==> config.mk <==
export PLATFORM = sky130hd
export DESIGN_NAME = regwin_top
export DESIGN_NICKNAME = d
export VERILOG_FILES = /design/src/rtl/regwin_pkg.sv /design/src/rtl/regwin_store.sv /design/src/rtl/regwin_top.sv
export SDC_FILE = /design/constraint.sdc
export NUM_CORES = 1
export LEC_CHECK = 0
export BUFFER_PORTS_ARGS = -buffer_cell sky130_fd_sc_hd__clkbuf_2
export CAP_MARGIN = 5
export CELL_PAD_IN_SITES_DETAIL_PLACEMENT = 2
export CELL_PAD_IN_SITES_GLOBAL_PLACEMENT = 2
export CORE_UTILIZATION = 42
export CTS_CLUSTER_DIAMETER = 60
export DETAILED_ROUTE_END_ITERATION = 8
export GPL_ROUTABILITY_DRIVEN = 0
export PLACE_DENSITY_LB_ADDON = 0.1
export SYNTH_ARGS = -nofsm -noshare
export SYNTH_HDL_FRONTEND = slang
export SYNTH_HIERARCHICAL = 1
export SYNTH_SLANG_ARGS = --single-unit
==> constraint.sdc <==
create_clock -name clk -period 11.24 [get_ports clk]
set_clock_uncertainty 0.05 [all_clocks]
set_input_delay 1.686 -clock clk [delete_from_list [all_inputs] [get_ports clk]]
set_output_delay 1.686 -clock clk [all_outputs]
set_load 0.005 [all_outputs]
==> src/rtl/regwin_pkg.sv <==
package regwin_pkg;

    localparam int AW            = 8;
    localparam int DW            = 8;
    localparam int IDX_W         = 4;
    localparam int COMMON_DEPTH  = 10;
    localparam int PAGE0_DEPTH   = 9;
    localparam int PAGE1_DEPTH   = 14;

    localparam logic [AW-1:0] COMMON_LAST = 8'h2F;
    localparam logic [AW-1:0] RST_ADDR    = 8'h04;
    localparam logic [AW-1:0] STAT_ADDR   = 8'h0E;
    localparam logic [AW-1:0] SEL_ADDR    = 8'h0F;
    localparam logic [AW-1:0] PKT_FIRST   = 8'h58;
    localparam logic [AW-1:0] PKT_LAST    = 8'h65;

    localparam logic [DW-1:0] RST_MASK    = 8'h3D;
    localparam logic [DW-1:0] SEL_MASK    = 8'h01;
    localparam int STAT_HPD_BIT           = 6;
    localparam int STAT_VID_BIT           = 4;

    // index slots inside the common store
    localparam logic [IDX_W-1:0] CIDX_RST = 4'd0;
    localparam logic [IDX_W-1:0] CIDX_SEL = 4'd1;

    typedef enum logic [2:0] {
        TGT_NONE,
        TGT_COMMON,
        TGT_PAGE0,
        TGT_PAGE1,
        TGT_STATUS
    } tgt_e;

    typedef struct packed {
        tgt_e             tgt;
        logic [IDX_W-1:0] idx;
        logic [DW-1:0]    wmask;
    } dec_t;

    function automatic dec_t decode_addr(input logic [AW-1:0] a, input logic sel);
        dec_t r;
        r.tgt   = TGT_NONE;
        r.idx   = '0;
        r.wmask = '0;
        if (a <= COMMON_LAST) begin
            if (a == RST_ADDR) begin
                r.tgt = TGT_COMMON; r.idx = CIDX_RST; r.wmask = RST_MASK;
            end else if (a == SEL_ADDR) begin
                r.tgt = TGT_COMMON; r.idx = CIDX_SEL; r.wmask = SEL_MASK;
            end else if (a == STAT_ADDR) begin
                r.tgt = TGT_STATUS;
            end else if (a >= 8'h10 && a <= 8'h15) begin
                r.tgt = TGT_COMMON; r.idx = IDX_W'(a - 8'h0E); r.wmask = '1;
            end else if (a == 8'h1D) begin
                r.tgt = TGT_COMMON; r.idx = 4'd8; r.wmask = '1;
            end else if (a == 8'h1E) begin
                r.tgt = TGT_COMMON; r.idx = 4'd9; r.wmask = '1;
            end
        end else if (!sel) begin
            r.wmask = '1;
            r.tgt   = TGT_PAGE0;
            case (a)
                8'h61:   r.idx = 4'd0;
                8'h62:   r.idx = 4'd1;
                8'h63:   r.idx = 4'd2;
                8'h64:   r.idx = 4'd3;
                8'h70:   r.idx = 4'd4;
                8'hC0:   r.idx = 4'd5;
                8'hC1:   r.idx = 4'd6;
                8'hC6:   r.idx = 4'd7;
                8'hCD:   r.idx = 4'd8;
                default: begin r.tgt = TGT_NONE; r.wmask = '0; end
            endcase
        end else if (a >= PKT_FIRST && a <= PKT_LAST) begin
            r.tgt = TGT_PAGE1; r.idx = IDX_W'(a - PKT_FIRST); r.wmask = '1;
        end
        return r;
    endfunction

endpackage

==> src/rtl/regwin_store.sv <==
module regwin_store #(
    parameter int DEPTH = 8,
    parameter int WIDTH = 8,
    parameter int IDX_W = 4
) (
    input  logic             clk,
    input  logic             rst,
    input  logic             we,
    input  logic [IDX_W-1:0] idx,
    input  logic [WIDTH-1:0] wdata,
    input  logic [WIDTH-1:0] wmask,
    output logic [WIDTH-1:0] rd_word,
    output logic [WIDTH-1:0] words [DEPTH]
);

    for (genvar i = 0; i < DEPTH; i++) begin : g_slot
        always_ff @(posedge clk) begin
            if (rst)
                words[i] <= '0;
            else if (we && idx == IDX_W'(i))
                words[i] <= (words[i] & ~wmask) | (wdata & wmask);
        end
    end

    always_comb begin
        rd_word = '0;
        for (int k = 0; k < DEPTH; k++)
            if (idx == IDX_W'(k)) rd_word = words[k];
    end

endmodule

==> src/rtl/regwin_top.sv <==
module regwin_top
    import regwin_pkg::*;
(
    input  logic          clk,
    input  logic          rst,
    input  logic          wr_en,
    input  logic          rd_en,
    input  logic [AW-1:0] addr,
    input  logic [DW-1:0] wdata,
    output logic [DW-1:0] rdata,
    input  logic          hpd_in,
    input  logic          vid_stable_in,
    output logic [4:0]    rst_req_o
);

    dec_t          dec;
    logic          page_sel;
    logic [DW-1:0] c_rd, p0_rd, p1_rd, rd_mux, status_word;
    logic [DW-1:0] c_words  [COMMON_DEPTH];
    logic [DW-1:0] p0_words [PAGE0_DEPTH];
    logic [DW-1:0] p1_words [PAGE1_DEPTH];
    logic          unused_bits;

    assign page_sel = c_words[CIDX_SEL][0];
    assign dec      = decode_addr(addr, page_sel);

    regwin_store #(.DEPTH(COMMON_DEPTH), .WIDTH(DW), .IDX_W(IDX_W)) u_common (
        .clk(clk), .rst(rst), .we(wr_en && dec.tgt == TGT_COMMON),
        .idx(dec.idx), .wdata(wdata), .wmask(dec.wmask),
        .rd_word(c_rd), .words(c_words)
    );

    regwin_store #(.DEPTH(PAGE0_DEPTH), .WIDTH(DW), .IDX_W(IDX_W)) u_page0 (
        .clk(clk), .rst(rst), .we(wr_en && dec.tgt == TGT_PAGE0),
        .idx(dec.idx), .wdata(wdata), .wmask(dec.wmask),
        .rd_word(p0_rd), .words(p0_words)
    );

    regwin_store #(.DEPTH(PAGE1_DEPTH), .WIDTH(DW), .IDX_W(IDX_W)) u_page1 (
        .clk(clk), .rst(rst), .we(wr_en && dec.tgt == TGT_PAGE1),
        .idx(dec.idx), .wdata(wdata), .wmask(dec.wmask),
        .rd_word(p1_rd), .words(p1_words)
    );

    always_comb begin
        status_word               = '0;
        status_word[STAT_HPD_BIT] = hpd_in;
        status_word[STAT_VID_BIT] = vid_stable_in;
    end

    always_comb begin
        case (dec.tgt)
            TGT_COMMON: rd_mux = c_rd;
            TGT_PAGE0:  rd_mux = p0_rd;
            TGT_PAGE1:  rd_mux = p1_rd;
            TGT_STATUS: rd_mux = status_word;
            default:    rd_mux = '0;
        endcase
    end

    always_ff @(posedge clk) begin
        if (rst)
            rdata <= '0;
        else if (rd_en)
            rdata <= rd_mux;
    end

    assign rst_req_o = {c_words[CIDX_RST][5:2], c_words[CIDX_RST][0]};

    assign unused_bits = ^{c_words[CIDX_SEL][7:1], c_words[CIDX_RST][7:6],
                           c_words[CIDX_RST][1], p0_words[0], p1_words[0]};

endmodule

==> metrics.yaml <==
global_routing:
  grt_pass1_vias: 15082
  grt_pass1_wl_um: 89900
  grt.overflow.total: 0
  antenna_found_initial: 1
  grt_use_total_pct: 32.1
  grt_max_degree: 107
clock_network:
  cts_tree: "done"
  clockRootBuffer: "clkbuf_16"
  cts.sinks: 272
  cts_hold_buf: 0
  cts_setup_buffers: 0
  post_cts_resized: 0
  clk_pin_slew_ps: 60
  clockBufferDepth: 3
  clk-insertion-delay-late_ps: 540
  h-tree-depth: 2
  cts_made_buffers: 37
floorplan:
  start_util_pct: 42.8
  num_rows: 68
  die_h_um: 190
  die_area_um2: 36200
  core_um2: 34700
  die_w_um: 190
  io_pins: 35
synthesis:
  synthTopCellsByCount: "dfxtp_1 (272), mux2i_1 (235), nor2_1 (216)"
  yosysUniqueCellTypes: 79
  synthSimpleGateAreaFrac_pct: 22.5
  synth.avg_cell_area_um2: 8.41
  netlist_instances: 1768
  synth_area_um2: 14900
  synthAdderAreaFrac_pct: 0.168
  synth-seq-area-share_pct: 36.6
  synth_compound_area_share_pct: 16.8
  synth_top_area_share_pct: 36.6
  synth_xor_area_share_pct: 0.118
  synth_area_leaders: "dfxtp_1 (37%), mux2i_1 (16%), nor2_1 (5.5%), o31ai_1 (4.5%), nand2_1 (4.1%)"
  synth_most_common_cell: "dfxtp_1"
  ys.flop_type: "dfxtp_1"
  synth-edff-count: 0
  synth_area_leader_cell: "dfxtp_1"
  ys_ff_latch: 272
  yosys_warnings: 6
  synthMuxAreaShare_pct: 17.5
  synth_nets: 1792
  synth-async-reset-ratio_pct: 0
  synth_top_family_by_area: "simple AND/OR/NAND/NOR gates"
setup_path:
  max_stage_delay_ps: 700
  timing.rr.end: "rdata[4]"
  cp-start-kind: "primary input"
  worstPathRequired_ps: 11590
  critical_path_class: "primary input to flip-flop"
  crit_chain: "clkbuf_2 > or4b_4 > o2bb2ai_4 > a31oi_1 > a21oi_1 > o21ai_1 > o311ai_4 > buf_4 > buf_4 > mux2_2 > o22ai_1 > a221oi_1 > o21ai_0 > o221ai_1 > a221o_1 > a221oi_2 > nor3_2"
  critPathArrivalTime_ps: 6390
  end_kind: "flip-flop"
  crit_top_cell: "buf_4"
  regToRegSetupSlack_ps: 6870
  critPathLaunch: "addr[1]"
  path_max_fanout: 62
  reg2reg_depth: 14
  critPathSlowestCell: "buf_4"
layout:
  drive_gt1_share_pct: 11.3
  fin_nets: 1711
  syn2layout_area_growth_pct: 9.22
  insertedDiodeCount: 0
power:
  pwr-share-clk_pct: 52.9
  p_sw_w: 0.000574
  pwr-share-comb_pct: 5.3
  internal-power_w: 0.00173
  cellPowerDensity_nw_per_um2: 142
  leakage_nw: 6.52
  power.share.switching_pct: 24.9
  power_frac_seq_pct: 41.8
  irDropWorstVdd_mv: 0.114
timing:
  tightest_slew_ps: 1280
  maxSlewHeadroom_pct: 14.3
  rsz0062_at_grt: "no"
  tns_ps: 0
  setup_violations: 0
  fin_crit_ps: 6040
  final_hold_viol_count: 0
  finalCritPeriodShare_pct: 53.7
  slew_violations: 0
  max_clock_freq_mhz: 166
  hold_slack_ps: 418
status:
  status: "finished, final reports clean"
place:
  io_buffer_count: 34
  hpwlAfterDp_um: 33700
min_path:
  hold_path_class: "flip-flop to flip-flop"
  whs_path_depth: 2
drt:
  drc: 0
  drt_iter0_drc: 865
  wl_per_cell_um: 26.8
  ant_nets: 0
  avgViaCountPerCell: 6.37
  vias: 13811
  wl_um: 58100
  dr.pass1.iters: 6
run:
  max_cap_viol_count: 0
[critical path: cells and delay by family]
kind                   cells  cell delay [ps]
AOI/OAI and AO/OA         11             2090
buffers and inverters      3             1440
and+or+nand+nor            2              720
muxes                      1              380
[routing by layer]
layer | GRT usage (%) | vias to the layer above | share of wire [%]
met5 | 0 | - | 0
met3 | 4.43 | 108 | 3.6
met1 | 40.4 | 7176 | 44
met2 | 55.7 | 292 | 49
li1 | - | 6235 | -
met4 | 11.7 | 0 | 3.1
[cell type report]
type / instances / area, um2
tap: 455 / 569
inverter: 19 / 71.3
timing repair buffer: 58 / 359
fill: 3846 / 18500
clock buffer: 56 / 1100
multi-input combinational: 1299 / 8550
clock inverter: 10 / 140
sequential: 272 / 5450
[kinds of logic after synthesis]
| family | Yosys count |
|---|---|
| mux | 257 |
| buf+inv | 197 |
| simple gates | 672 |
| compound gates | 366 |
| fa+ha+maj | 2 |
| flops | 272 |
| xor+xnor | 2 |
[worst max path at each step]
stage	endpoint	slack [ps]
4_1_cts	rdata[4]	5210
2_1_floorplan	rdata[4]	6140
3_3_place_gp	rdata[4]	4880
5_1_grt	rdata[4]	4970
3_5_place_dp	rdata[4]	4750
6_report	rdata[4]	5200
[placed cells by master (no fill, tap or decap), types with 9 or more instances in the layout]
cell type / n
dfxtp_1: 272
inv_1: 11
nand4_1: 85
clkbuf_1: 11
nand2_1: 162
a21oi_1: 111
nor2_1: 216
mux2_2: 22
o22a_1: 9
or2_2: 10
and2_1: 11
mux2i_1: 235
nor2b_1: 24
nand2b_1: 11
nor2_2: 9
clkbuf_16: 39
clkbuf_2: 33
o21ai_1: 11
o21ai_0: 28
nand3_1: 80
buf_4: 24
o22ai_1: 23
o31ai_1: 90
a221oi_1: 9
[power by group through the flow]
stage	Combinational [W]	Sequential (W)	Clock [W]
3_3_place_gp	0.000118	0.000985	0
5_1_grt	0.000128	0.000964	0.00127
6_report	0.000121	0.000964	0.00122
2_1_floorplan	0.0000749	0.000985	0
3_5_place_dp	0.000119	0.000985	0
4_1_cts	0.000120	0.000964	0.00124
[stage by stage]
step	power, W	instances	setup slack [ps]	util, %	cell area (um2)
2_1_floorplan	0.00106	1768	6140	-	14900
3_3_place_gp	0.00110	2103	4880	43.2	15000
3_5_place_dp	0.00110	2103	4750	43.2	15000
4_1_cts	0.00232	2169	5210	46.8	16200
5_1_grt	0.00237	2169	4970	46.8	16200
6_report	0.00231	2169	5200	46.8	16200
(Power assumes the default switching activity.)
